**src/rtl/cas_pkg.sv**
```systemverilog
package cas_pkg;

  typedef enum logic [1:0] {
    ST_IDLE = 2'd0,
    ST_LOAD = 2'd1,
    ST_EMIT = 2'd2
  } cas_state_e;

endpackage

```
**src/rtl/cas_low_pick.sv**
```systemverilog
module cas_low_pick #(
  parameter int N  = 16,
  parameter int AW = 4
) (
  input  logic          clk,
  input  logic          rst,
  input  logic [N-1:0]  mask,
  output logic [AW-1:0] idx,
  output logic          found
);

  always_comb begin
    idx   = '0;
    found = 1'b0;
    for (int i = N - 1; i >= 0; i--) begin
      if (mask[i]) begin
        idx   = AW'(i);
        found = 1'b1;
      end
    end
  end

  // the chosen index always names a pending cluster
  assert_pick_set_R3: assert property (@(posedge clk) disable iff (rst)
    found |-> mask[idx]);

  // nothing is picked from an empty mask
  assert_pick_empty_R3: assert property (@(posedge clk) disable iff (rst)
    (mask == '0) |-> !found);

endmodule

```
**src/rtl/cas_pend_mask.sv**
```systemverilog
module cas_pend_mask #(
  parameter int N  = 16,
  parameter int AW = 4
) (
  input  logic          clk,
  input  logic          rst,
  input  logic          load,
  input  logic [N-1:0]  load_val,
  input  logic          clr,
  input  logic [AW-1:0] clr_idx,
  output logic [N-1:0]  mask,
  output logic          any
);

  logic [N-1:0] clr_onehot;

  always_comb begin
    clr_onehot = '0;
    clr_onehot[clr_idx] = clr;
  end

  always_ff @(posedge clk) begin
    if (rst)
      mask <= '0;
    else if (load)
      mask <= load_val;
    else
      mask <= mask & ~clr_onehot;
  end

  assign any = |mask;

  // a cleared cluster stays cleared, so it is never emitted twice
  assert_clr_sticks_R3: assert property (@(posedge clk) disable iff (rst)
    (clr && !load) |=> !mask[$past(clr_idx)]);

  // without a new load the mask only loses bits
  assert_mask_shrinks_R3: assert property (@(posedge clk) disable iff (rst)
    !load |=> ((mask & ~$past(mask)) == '0));

endmodule

```
**src/rtl/cas_seq.sv**
```systemverilog
module cas_seq #(
  parameter int N_CLUSTERS = 16,
  parameter int Y_BITS     = 2,
  localparam int AW        = (N_CLUSTERS > 1) ? $clog2(N_CLUSTERS) : 1,
  localparam int XW        = (AW > Y_BITS) ? AW - Y_BITS : 1
) (
  input  logic                  clk,
  input  logic                  rst,
  input  logic                  vec_valid,
  output logic                  vec_ready,
  input  logic [N_CLUSTERS-1:0] vec_bits,
  input  logic [N_CLUSTERS-1:0] vec_pol,
  output logic                  addr_valid,
  input  logic                  addr_ready,
  output logic [AW-1:0]         addr_word,
  output logic [XW-1:0]         addr_x,
  output logic [Y_BITS-1:0]     addr_y,
  output logic                  done
);
  import cas_pkg::*;

  cas_state_e            st;
  logic [N_CLUSTERS-1:0] pend;
  logic                  pend_any;
  logic [AW-1:0]         low_idx;
  logic                  low_found;
  logic                  load_en;
  logic                  take;
  logic                  consume;

  assign vec_ready = (st == ST_IDLE);
  assign load_en   = vec_valid && vec_ready;
  assign take      = (st == ST_LOAD) || ((st == ST_EMIT) && addr_ready);
  assign consume   = take && pend_any;

  cas_pend_mask #(.N(N_CLUSTERS), .AW(AW)) u_pend (
    .clk      (clk),
    .rst      (rst),
    .load     (load_en),
    .load_val (vec_bits ^ vec_pol),
    .clr      (consume),
    .clr_idx  (low_idx),
    .mask     (pend),
    .any      (pend_any)
  );

  cas_low_pick #(.N(N_CLUSTERS), .AW(AW)) u_pick (
    .clk   (clk),
    .rst   (rst),
    .mask  (pend),
    .idx   (low_idx),
    .found (low_found)
  );

  always_ff @(posedge clk) begin
    if (rst) begin
      st         <= ST_IDLE;
      addr_valid <= 1'b0;
      addr_word  <= '0;
      done       <= 1'b0;
    end else begin
      done <= 1'b0;
      case (st)
        ST_IDLE: begin
          if (load_en) st <= ST_LOAD;
        end
        ST_LOAD, ST_EMIT: begin
          if (take) begin
            if (low_found) begin
              addr_word  <= low_idx;
              addr_valid <= 1'b1;
              st         <= ST_EMIT;
            end else begin
              addr_valid <= 1'b0;
              done       <= 1'b1;
              st         <= ST_IDLE;
            end
          end
        end
        default: st <= ST_IDLE;
      endcase
    end
  end

  generate
    if (AW > Y_BITS) begin : g_split
      assign addr_x = addr_word[AW-1:Y_BITS];
      assign addr_y = addr_word[Y_BITS-1:0];
    end else begin : g_y_only
      assign addr_x = '0;
      assign addr_y = Y_BITS'(addr_word);
    end
  endgenerate

  // a stalled address is held
  assert_hold_R6: assert property (@(posedge clk) disable iff (rst)
    (addr_valid && !addr_ready) |=> (addr_valid && $stable(addr_word)));

  // done never overlaps a valid address
  assert_done_excl_R7: assert property (@(posedge clk) disable iff (rst)
    !(done && addr_valid));

  // done lasts a single cycle
  assert_done_pulse_R7: assert property (@(posedge clk) disable iff (rst)
    done |=> !done);

  // no new vector while addresses are pending
  assert_busy_R9: assert property (@(posedge clk) disable iff (rst)
    addr_valid |-> !vec_ready);

  // successive addresses of a vector rise
  assert_ascend_R3: assert property (@(posedge clk) disable iff (rst)
    (addr_valid && addr_ready) |=> (!addr_valid || (addr_word > $past(addr_word))));

  // an accepted vector yields an address or done on the next edge
  assert_latency_R5: assert property (@(posedge clk) disable iff (rst)
    load_en |=> ##1 (addr_valid || done));

endmodule

```
**config.mk**
```make
export PLATFORM = sky130hd
export DESIGN_NAME = cas_seq
export DESIGN_NICKNAME = d
export VERILOG_FILES = /design/src/rtl/cas_pkg.sv /design/src/rtl/cas_low_pick.sv /design/src/rtl/cas_pend_mask.sv /design/src/rtl/cas_seq.sv
export SDC_FILE = /design/constraint.sdc
export NUM_CORES = 1
export LEC_CHECK = 0
export BUFFER_PORTS_ARGS = -buffer_cell sky130_fd_sc_hd__buf_2
export CAP_MARGIN = 10
export CORE_ASPECT_RATIO = 1.4
export CORE_UTILIZATION = 46
export DETAILED_ROUTE_END_ITERATION = 12
export GPL_ROUTABILITY_DRIVEN = 1
export PLACE_DENSITY_LB_ADDON = 0.12
export SETUP_SLACK_MARGIN = 0.5
export SYNTH_ARGS = -nofsm -noshare
export SYNTH_HDL_FRONTEND = slang
export SYNTH_SLANG_ARGS = --single-unit
```
**constraint.sdc**
```tcl
create_clock -name clk -period 1.7 [get_ports clk]
set_input_delay 0 -clock clk [delete_from_list [all_inputs] [get_ports clk]]
set_output_delay 0 -clock clk [all_outputs]
set_load 0.005 [all_outputs]
```
==> impl_metrics.toml <==
[power_and_ir_drop]
p_per_area_nw_per_um2 = 950.3
finalPower_mw = 2.298
p_leak_nw = 0.9858
vdd_ir_drop_max_mv = 0.7482

[timing]
tightest_slew_ns = 0.4172
fin_crit_ns = 1.609
relSlewSlack_pct = 71.95
hold_viol_final = 2
max_freq_mhz = 621.4
finalSetupTns_ns = 0
holdWs_ns = -0.005185
rsz0062_at_grt = "yes"
setup_viol = 0
fin_skew_ns = 0.004910
slew_violations = 0
min_period_over_period_pct = 94.66

[die]
dieWidth_um = 51.09
start_util_pct = 49.21
num_rows = 24
pin_count = 47
fp.coreArea_um2 = 3153
die-height_um = 70.72
die-area_um2 = 3612

[logic_synthesis]
syn_nets = 229
syn_area_per_cell_um2 = 8.209
syn_area_um2 = 1551
syn_inst = 189
seq_area_frac_synth_pct = 30.97
yosysWarnings = 0
yosysTopAreaCellShare_pct = 30.97
synth-seq-cells = 24
async_reset_ff_share_pct = 0
synth_area_leader_cell = "dfxtp_1"
synthTopCellsByArea = "dfxtp_1 (31%), a21oi_1 (7.4%), nor2_1 (6.8%)"
ys.flop_type = "dfxtp_1"
synthTopCellsByCount = "nor2_1 (28), dfxtp_1 (24), a21oi_1 (23), nand2_1 (13)"
synth_cell_types = 46
yosysMostFrequentCell = "nor2_1"
synth_edf_count = 0

[place]
dp_cells = 272
portBuffers = 46
hpwl_um = 3064
place.gp.congestion = 0.8661

[final_layout]
drive_gt1_share_pct = 62.02
area_growth_syn_to_layout_pct = 55.89
n_fill_cell = 215
final_nets = 299
instances_no_fill = 297
antennaDiodeCount = 0

[route]
wl_um = 4777
wire_per_inst_um = 16.08
ant_nets = 0
drt_iter0_drc = 58
drc = 0
first_pass_iters = 4
vias = 1685
routed_via_density = 5.673

[clock_tree]
cts.clk_slew.worst_paths_ns = 0.09
clockRootBuffer = "clkbuf_8"
cts_tree = "yes"
cts.sinks = 24
cts.path.max_buffers = 2
htreeDepth = 1
cts_buffers = 3
clkLatencyLatePin_ns = 0.28
hold_buffers = 0

[run]
maxCapViolCount = 0

[run_status]
outcome = "finished, violations left"
violations = "negative hold slack"

[critical_path]
worstSetupPathType = "reg2reg"
crit_path_end_kind = "flop"
start_kind = "flop"
reg2reg_from = "u_pend.mask[6]$_SDFF_PP0_"
ff2ff_setup_slack_ns = 0.09
crit_arrival_ns = 1.78
worstPathMaxFanout = 4
rr_worst_depth = 5
regToRegEndpoint = "u_pend.mask[15]$_SDFF_PP0_"
required_ns = 1.87

[global_routing]
met2_usage_pct = 50.73
grt_pass1_wl_um = 7707
grt_overflow = 0
grtUsageTotal_pct = 27.72
grt_max_degree = 20
grt_pass1_vias = 1729
antenna_found_initial = 0
gr-max-usage-layer = "met2"
grt_util_met1_pct = 28.87
grt_use_met3_pct = 4.516

[min_path]
whs_path_depth = 4
min_from = "vec_bits[1]"
hold_class = "in2reg"
hold_end = "u_pend.mask[1]$_SDFF_PP0_"
## cells by family after synthesis
| group | share of synthesized area (%) |
|---|---|
| AOI/OAI and AO/OA | 23.39 |
| and+or+nand+nor | 27.34 |
| muxes | 1.290 |
| buffers and inverters | 4.757 |
| adders and majority gates | 3.226 |
| DFF | 30.97 |
| xor gates and xnor gates | 9.033 |
## worst max path at each step
stage | slack [ns] | cells after the start | start | to
after global routing | 0.02 | 7 | st[1]$_SDFFE_PP0P_ | u_pend.mask[13]$_SDFF_PP0_
final | 0.09 | 5 | u_pend.mask[6]$_SDFF_PP0_ | u_pend.mask[15]$_SDFF_PP0_
after global placement | 0.10 | 5 | u_pend.mask[5]$_SDFF_PP0_ | u_pend.mask[4]$_SDFF_PP0_
after CTS | 0.15 | 5 | u_pend.mask[6]$_SDFF_PP0_ | u_pend.mask[12]$_SDFF_PP0_
after detailed placement | 0.008 | 5 | u_pend.mask[5]$_SDFF_PP0_ | u_pend.mask[4]$_SDFF_PP0_
after floorplan | 0.18 | 5 | u_pend.mask[6]$_SDFF_PP0_ | u_pend.mask[13]$_SDFF_PP0_
## cell usage in the layout (no fill, tap or decap), types with 3 or more instances in the layout
cell type   n
dfxtp_2     7
nor3_1      3
buf_6       5
or2_2       3
nor2_4      4
nand2_1    11
xnor2_1     8
nor2_1     17
a21oi_4     3
a21oi_2     7
a211oi_2    4
ha_4        3
nor3_2      3
nor2_2      9
a21oi_1    13
buf_4      25
buf_2      46
xor2_1      8
o21ai_1     3
dfxtp_1     9
dfxtp_4     8
a31oi_1     4
nor4_4      3
clkbuf_8    4
## critical path, cell delays in order (launching register included)
cell and delay (ns):
dfxtp_4 0.38, nor4_4 0.30, nand2_2 0.12, or4_4 0.48, nor2_2 0.13, o21ai_1 0.08
## power by group
part	switching, mW	internal, mW	leakage [nW]	total [mW]
combinational	0.559	0.586	0.752	1.15
clock	0.203	0.208	0.0288	0.411
sequential	0.112	0.630	0.205	0.742
## per-layer routing
metal  wire length (um)  up-vias
li1                   -      814
met1               1797      784
met2               2592       69
met3                205       18
met4                182        0
met5                  0        -
## final cells by class
cell class	instances	area, um2	share of cell area, %
inverters	3	13.76	0.5691
clock buffers	4	55.05	2.276
well taps	39	48.80	2.018
repair buffers	77	494.2	20.43
multi-input cells	150	1287	53.23
flip-flops and latches	24	519.2	21.47
## registers in the layout, indices dropped and copies added, names as in the netlist
register,flops
u_pend.mask,16
addr_word,4
st,2
addr_valid,1
done,1
## through the flow
step	utilization (%)	worst slack, ns	cell area (um2)	hold slack [ns]
2_1_floorplan	-	0.1815	1683	0.1572
3_3_place_gp	61.55	0.1013	1941	0.2953
3_5_place_dp	61.55	0.008452	1941	0.3006
4_1_cts	72.98	0.1482	2301	0.002334
5_1_grt	76.71	0.02053	2419	0.02228
6_report	76.71	0.09085	2419	-0.005185
## timing repair
item,in CTS,in global routing
endpoints found under the setup margin,24,24
pin swaps,16,11
buffers inserted,17,4
gates resized for setup,47,23
endpoints found under the hold margin,0,0
Note: power is estimated with default switching activity, not from simulation.
